===== src/rtl/pwm8_timer.sv =====
module pwm8_timer #(
  parameter int NCH = 8,
  parameter int CW  = 16,
  parameter int PSW = 3,
  parameter int AW  = 5
) (
  input  logic          clk,
  input  logic          rst_n,
  input  logic          tick_fixed,
  input  logic          tick_ext,
  input  logic          wr_en,
  input  logic [AW-1:0] wr_addr,
  input  logic [CW-1:0] wr_data,
  input  logic [AW-1:0] rd_addr,
  output logic [CW-1:0] rd_data,
  output logic [NCH-1:0] pwm_out
);
  localparam int IW  = $clog2(NCH);
  localparam int PDW = (1 << PSW) - 1;
  localparam int RW  = AW - IW;

  logic [1:0]     clk_sel;
  logic [PSW-1:0] ps;
  logic [CW-1:0]  mod_sh, mod_act, start, cnt;
  logic [NCH-1:0] mask, inv;
  logic           wp;
  logic [PDW-1:0] pcnt, ps_lim;
  logic [1:0]     ch_mode [NCH];
  logic [CW-1:0]  cmp_sh  [NCH];
  logic [CW-1:0]  cmp_act [NCH];
  logic           src_tick, step, wrap, load;

  assign ps_lim   = PDW'({PDW{1'b1}} >> (PDW - int'(ps)));
  assign src_tick = (clk_sel == 2'd1) | ((clk_sel == 2'd2) & tick_fixed) |
                    ((clk_sel == 2'd3) & tick_ext);
  assign step     = src_tick & (pcnt >= ps_lim);
  assign wrap     = step & (cnt >= mod_act);
  assign load     = (clk_sel == 2'd0) | wrap;

  always_ff @(posedge clk or negedge rst_n) begin
    if (!rst_n) begin
      clk_sel <= '0;
      ps      <= '0;
      mod_sh  <= '1;
      mod_act <= '1;
      start   <= '0;
      cnt     <= '0;
      pcnt    <= '0;
      mask    <= '1;
      inv     <= '0;
      wp      <= 1'b1;
      for (int i = 0; i < NCH; i++) begin
        ch_mode[i] <= '0;
        cmp_sh[i]  <= '0;
        cmp_act[i] <= '0;
      end
    end else begin
      if (clk_sel == 2'd0) begin
        cnt  <= start;
        pcnt <= '0;
      end else if (src_tick) begin
        pcnt <= step ? '0 : pcnt + 1'b1;
        if (step) cnt <= wrap ? start : cnt + 1'b1;
      end
      if (load) begin
        mod_act <= mod_sh;
        for (int i = 0; i < NCH; i++) cmp_act[i] <= cmp_sh[i];
      end
      if (wr_en) begin
        if (wr_addr[AW-1:IW] == RW'(1)) begin
          if (!wp) ch_mode[wr_addr[IW-1:0]] <= wr_data[1:0];
        end else if (wr_addr[AW-1:IW] == RW'(2)) begin
          cmp_sh[wr_addr[IW-1:0]] <= wr_data;
        end else if (wr_addr[AW-1:IW] == RW'(0)) begin
          case (wr_addr[2:0])
            3'd0: if (!wp) {ps, clk_sel} <= wr_data[PSW+1:0];
            3'd2: if (!wp) mod_sh <= wr_data;
            3'd3: if (!wp) start <= wr_data;
            3'd4: mask <= wr_data[NCH-1:0];
            3'd5: if (!wp) inv <= wr_data[NCH-1:0];
            3'd6: if (wr_data[0]) wp <= 1'b1;
            3'd7: if (wr_data[0]) wp <= 1'b0;
            default: ;
          endcase
        end
      end
    end
  end

  always_comb begin
    rd_data = '0;
    if (rd_addr[AW-1:IW] == RW'(1))
      rd_data = CW'(ch_mode[rd_addr[IW-1:0]]);
    else if (rd_addr[AW-1:IW] == RW'(2))
      rd_data = cmp_sh[rd_addr[IW-1:0]];
    else if (rd_addr[AW-1:IW] == RW'(0)) begin
      case (rd_addr[2:0])
        3'd0: rd_data = CW'({ps, clk_sel});
        3'd1: rd_data = cnt;
        3'd2: rd_data = mod_sh;
        3'd3: rd_data = start;
        3'd4: rd_data = CW'(mask);
        3'd5: rd_data = CW'(inv);
        3'd6: rd_data = CW'(wp);
        default: rd_data = '0;
      endcase
    end
  end

  for (genvar g = 0; g < NCH; g++) begin : g_ch
    logic act;
    assign act        = (ch_mode[g] == 2'b11) & (cnt < cmp_act[g]);
    assign pwm_out[g] = ~mask[g] & (act ^ inv[g]);
  end
endmodule



===== config.mk =====
export PLATFORM = sky130hd
export DESIGN_NAME = pwm8_timer
export DESIGN_NICKNAME = d
export VERILOG_FILES = /design/src/rtl/pwm8_timer.sv
export SDC_FILE = /design/constraint.sdc
export NUM_CORES = 1
export LEC_CHECK = 0
export CAP_MARGIN = 20
export CORE_UTILIZATION = 60
export DETAILED_ROUTE_END_ITERATION = 7
export PLACE_DENSITY = 0.84
export SYNTH_ARGS = -nofsm -noshare
export SYNTH_HDL_FRONTEND = slang
export SYNTH_SLANG_ARGS = --single-unit

===== constraint.sdc =====
create_clock -name clk -period 5 [get_ports clk]
set_input_delay 1 -clock clk [delete_from_list [all_inputs] [get_ports clk]]
set_output_delay 1 -clock clk [all_outputs]
set_load 0.01 [all_outputs]

Yosys cells after proc, flatten, opt, wreduce, memory -nomap -nowiden
Cells that the tools add are included.

storage, ports and cells
  bits in registers = 365
  memories kept = 0
  logic and storage cells = 168
  ROM bits = 0
  bits in latches = 0
  bits in writable memories = 0
  input bits = 31

operators by class
  shift-type cells = 1
  divide/modulo/power cells = 0
  eq/ne operators = 29
  multiply operators = 0
  add/subtract/negate cells = 3
  bitwise gates (word level) = 44
  mux-type cells = 26
  reductions and logical operators = 18
  order comparisons = 13

operator list
  operator               count
  $mux 16                10
  $bwmux 128             1
  $lt 16x16->1           8
  $pmux 16 s7            1
  $bmux 16 s3            1
  $demux 16 s3           1
  $shr 7x32->7 const A   1
  $eq 2x2->1 const B     12
  $reduce_and 6->1       4
  $eq 3x3->1 const B     7
  $mux 7                 3
  $and 1x1->1            20
  $add 16x1->16 const B  1
  $bwmux 16              1
  $ge 16x16->1           1
  $eq 3x2->1 const B     4
  $not 1->1              11
  $ge 4x4->1 const B     2
  $not 3->4              2
  $xor 1x1->1            8
  $add 7x1->7 const B    1
  $ge 7x7->1             1
  $reduce_and 7->1       1
  $bmux 2 s3             1
  other kinds (17)       31

Depth between registers and ports, before layout
  word-level depth = 10
  depth in mapped cells = 12
  mapped depth without buffers = 8

Worst setup path before layout
No wires, ideal clock.

  kind = input to output
  from = input rd_addr[1]
  to = output rd_data[14]
  setup slack = 1.558 ns
  buffers on the path = 2
  data arrival time = 2.442 ns
  stages on the path = 7
  path through = clkbuf_1 -> clkbuf_1 -> mux2_2 -> a221oi_1 -> nor3_1 -> a31oi_1 -> nor2_1

on the way
  word-level cells in the longest chain between the ends = 6
  elaborated cells between the ends (all ways) = 15

ends and longest elaborated chain
  what                                        line  RTL
  from (decl)                                 14    input logic [AW-1:0] rd_addr,
  $not 3->4 (not written as such)             95    rd_data = cmp_sh[rd_addr[IW-1:0]];
  $bmux 16 s3                                 95
  $mux 16 (not written as such) (2 in a row)  95
  $mux 16 *                                   94    else if (rd_addr[AW-1:IW] == RW'(2))
  $mux 16 *                                   92    if (rd_addr[AW-1:IW] == RW'(1))
  to (decl)                                   15    output logic [CW-1:0] rd_data,

Every way passes the cells marked *; elsewhere a longest branch is shown, timed or not. The select of a mux whose other input is x is not followed.

Final worst setup path
  from = register cnt[9]
  to = output pwm_out[6]

on the way
  word-level cells in the longest chain between the ends = 4

ends and longest elaborated chain
  what                    line  RTL
  from (decl)             24    logic [CW-1:0] mod_sh, mod_act, start, cnt;
  from (signal assigned)  59    cnt <= start;
  from (signal assigned)  63    if (step) cnt <= wrap ? start : cnt + 1'b1;
  $lt 16x16->1            112   assign act = (ch_mode[g] == 2'b11) & (cnt < cmp_act[g]);
  $and 1x1->1             112
  $xor 1x1->1             113   assign pwm_out[g] = ~mask[g] & (act ^ inv[g]);
  $and 1x1->1             113
  to (decl)               16    output logic [NCH-1:0] pwm_out

No other way between the ends.

==> flow_summary.json <==
{
  "post_cts_buffers": 0,
  "nets": 1855,
  "max_stage_delay_ns": 0.68,
  "rows": 66,
  "avgSynthCellArea_um2": 12.47,
  "vias": 13884,
  "worst_pin_slew_ns": 1.051,
  "netlist_area_mm2": 0.02018,
  "dp_hpwl_mm": 36.82,
  "slew_viol_final": 0,
  "num_io_pins": 55,
  "diodes": 0,
  "syn-num-nets": 1798,
  "coreArea_mm2": 0.03278,
  "start_util": 0.6156,
  "final_hold_viol_count": 0,
  "cp-end-kind": "output port",
  "syn2layout_area_growth_pct": 11.31,
  "ys_ff_latch": 365,
  "clockBufferDepth": 3,
  "routabilityCongestion": 0.9701,
  "synthArstFlopShare": 1.000,
  "worstPathCellList": "ha_1, a21oi_1, o21ai_0, a2111oi_0, o21ai_0, a21oi_2, mux2_2, clkdlybuf4s50_1",
  "dr_wl_met3_mm": 4.088,
  "status": "complete, no violations",
  "viasPerCell": 6.467,
  "rr_worst_depth": 9,
  "worst_slack_ns": 0.2406,
  "grt_pass1_wl_mm": 81.17,
  "drv_cap": 0,
  "drt_iter0_drc": 1301,
  "yosysTopAreaCellShare": 0.4017,
  "grt_usage": 0.3140,
  "synth_area_leaders": "dfrtp_1 40%, mux2_2 17%, ha_1 9.2%",
  "reg2reg_from": "cnt[0]",
  "cts.sinks": 365,
  "cts_tree": "yes",
  "startpoint_type": "register",
  "timing.rr.end": "cmp_act[112]",
  "path_delay_family": "compound AO/OA/AOI/OAI gates",
  "wl_met1_mm": 20.95,
  "clk_pin_slew_ns": 0.06,
  "drt_first_pass_iters": 5,
  "setup_violations": 0,
  "hp-class": "reg -> reg",
  "ir_worst_vdd_uv": 209.4,
  "crit_top_cell": "o21ai_0",
  "cp_slowest_cell": "dfrtp_1",
  "grt_max_degree": 134,
  "die_area_mm2": 0.03437,
  "dr_wl_met2_mm": 24.65,
  "period_minus_slack_ns": 4.759,
  "final_cell_count_no_fill": 2147,
  "mostFrequentLayoutCell": "dfrtp_1",
  "pre_cts_ws_ns": 0.5760,
  "top_layer": "met5",
  "max_freq_mhz": 210.1,
  "gr-total-overflow": 0,
  "rsz0062_at_grt": "no",
  "worst-path-max-fanout": 12,
  "drive_gt1_frac": 0.3226,
  "port_buffers": 54,
  "holdPathStages": 1,
  "fin_crit_sh": 0.9519,
  "p_per_area_mw_per_mm2": 350.3,
  "drc_errors": 0,
  "numCtsBuffers": 38,
  "die_y_um": 185.4,
  "syn_inst": 1619,
  "hold_slack_ns": 0.5040,
  "die_width_um": 185.4,
  "cts_htree_levels": 2,
  "ant_nets": 0,
  "ys.flop_type": "dfrtp_1",
  "antenna_found_initial": 1,
  "critPathArrivalTime_ns": 3.76,
  "skew_ns": 0.02551,
  "dp_cells": 2077,
  "multi_input_area_mm2": 0.009988,
  "cts-root-buf": "clkbuf_16",
  "slew-limit-headroom": 0.2961,
  "insertion_delay_ns": 0.54,
  "fill_cells": 2194,
  "fin_util": 0.6852,
  "holdPathEnd": "cmp_act[18]",
  "register_area_mm2": 0.009186,
  "cp_num_buf_inv": 1,
  "synth_top_area_cell": "dfrtp_1",
  "yosysSeqAreaShare": 0.4551,
  "power_leakage_nw": 10.51,
  "dpl_cell_area_mm2": 0.02114,
  "synth_warnings": 0,
  "first_global_vias": 14446,
  "avgRoutedWirePerCell_um": 24.19,
  "hold_start": "cmp_act[18]",
  "drt_wl_total_mm": 51.93,
  "worstSetupPathType": "reg -> out",
  "layout_common_cells": "323 x dfrtp_1, 296 x mux2_2, 148 x ha_1, 146 x inv_1, 60 x mux2_4",
  "reg2reg_slack_ns": 1.25,
  "yosys.cell_types.count": 61,
  "power_mw": 7.868,
  "crit_required_ns": 4.00,
  "synth-edff-count": 0,
  "tns_ns": 0,
  "fin_area_mm2": 0.02246
}
state kept, by name (all words and copies together), names as in the netlist, 8 cells and up:
register / count
inv: 8
mod_act: 16
start: 16
mask: 8
cmp_act: 128
cmp_sh: 128
ch_mode: 16
mod_sh: 16
cnt: 16
worst reg2reg max path, stage by stage (launching register included):
cell and delay [ns]:
dfrtp_1 0.72, inv_1 0.16, ha_1 0.30, nor2b_1 0.13, o21ai_0 0.11, a31oi_1 0.55, o21ai_4 0.25, nand2_8 0.48
buf_4 0.53, mux2_2 0.41
routing by layer:
| metal | global-route usage | vias to the layer above |
|---|---|---|
| met5 | 0 | - |
| met4 | 0.1352 | 2 |
| met3 | 0.05682 | 155 |
| met2 | 0.5032 | 613 |
| met1 | 0.4194 | 7151 |
| li1 | - | 5963 |
cells by family (layout without fill, tap and decap cells):
kind of cell	Yosys count	in the layout	synth area share
flip-flops	365	365	0.4551
adder cells (fa/ha/maj)	148	148	0.09175
XOR/XNOR	6	6	0.002604
AO/OA/AOI/OAI	222	222	0.07452
multiplexers	425	425	0.2682
AND/OR/NAND/NOR	229	229	0.05722
buffers and inverters	224	310	0.05059
repair_timing:
item | in CTS | in global routing
resized for setup | 0 | 2
hold buffers | 0 | 0
endpoints found under the setup margin | 0 | 2
Yosys cell counts, types with 17 or more instances:
| library cell | number |
|---|---|
| mux4_2 | 39 |
| nor2b_1 | 18 |
| nand4_1 | 22 |
| dfstp_2 | 41 |
| nand3_1 | 25 |
| mux2i_1 | 30 |
| mux2_4 | 60 |
| inv_1 | 146 |
| a31oi_1 | 17 |
| mux2_2 | 296 |
| nand2_1 | 57 |
| a21o_1 | 27 |
| nor2_1 | 50 |
| a21oi_1 | 55 |
| ha_1 | 148 |
| clkbuf_1 | 35 |
| dfrtp_1 | 324 |
| o21ai_0 | 39 |
power breakdown:
part           switching, mW  leakage (nW)  total [mW]  internal [mW]
registers              0.320          4.70        3.67           3.35
logic                  0.580          5.17        1.24          0.661
clock network           1.18         0.637        2.96           1.77
total                   2.08          10.5        7.87           5.78
layout make-up:
type	count	share of cell area
multi-input combinational	1030	0.4446
sequential	365	0.4089
clock buffer	55	0.04829
timing repair buffer	94	0.03932
tap	442	0.02462
inverter	147	0.02456
clock inverter	14	0.009636
worst max path at each step:
stage | slack (ns) | to | cells past startpoint | start
finish | 0.24 | pwm_out[6] | 8 | cnt[9]
global route | 0.05 | pwm_out[6] | 8 | cnt[9]
CTS | 0.18 | pwm_out[4] | 8 | cnt[11]
detailed placement | 0.58 | rd_data[7] | 7 | rd_addr[2]
global placement | 0.64 | rd_data[7] | 7 | rd_addr[2]
floorplan | 1.56 | rd_data[14] | 7 | rd_addr[1]
(Power assumes the default switching activity.)
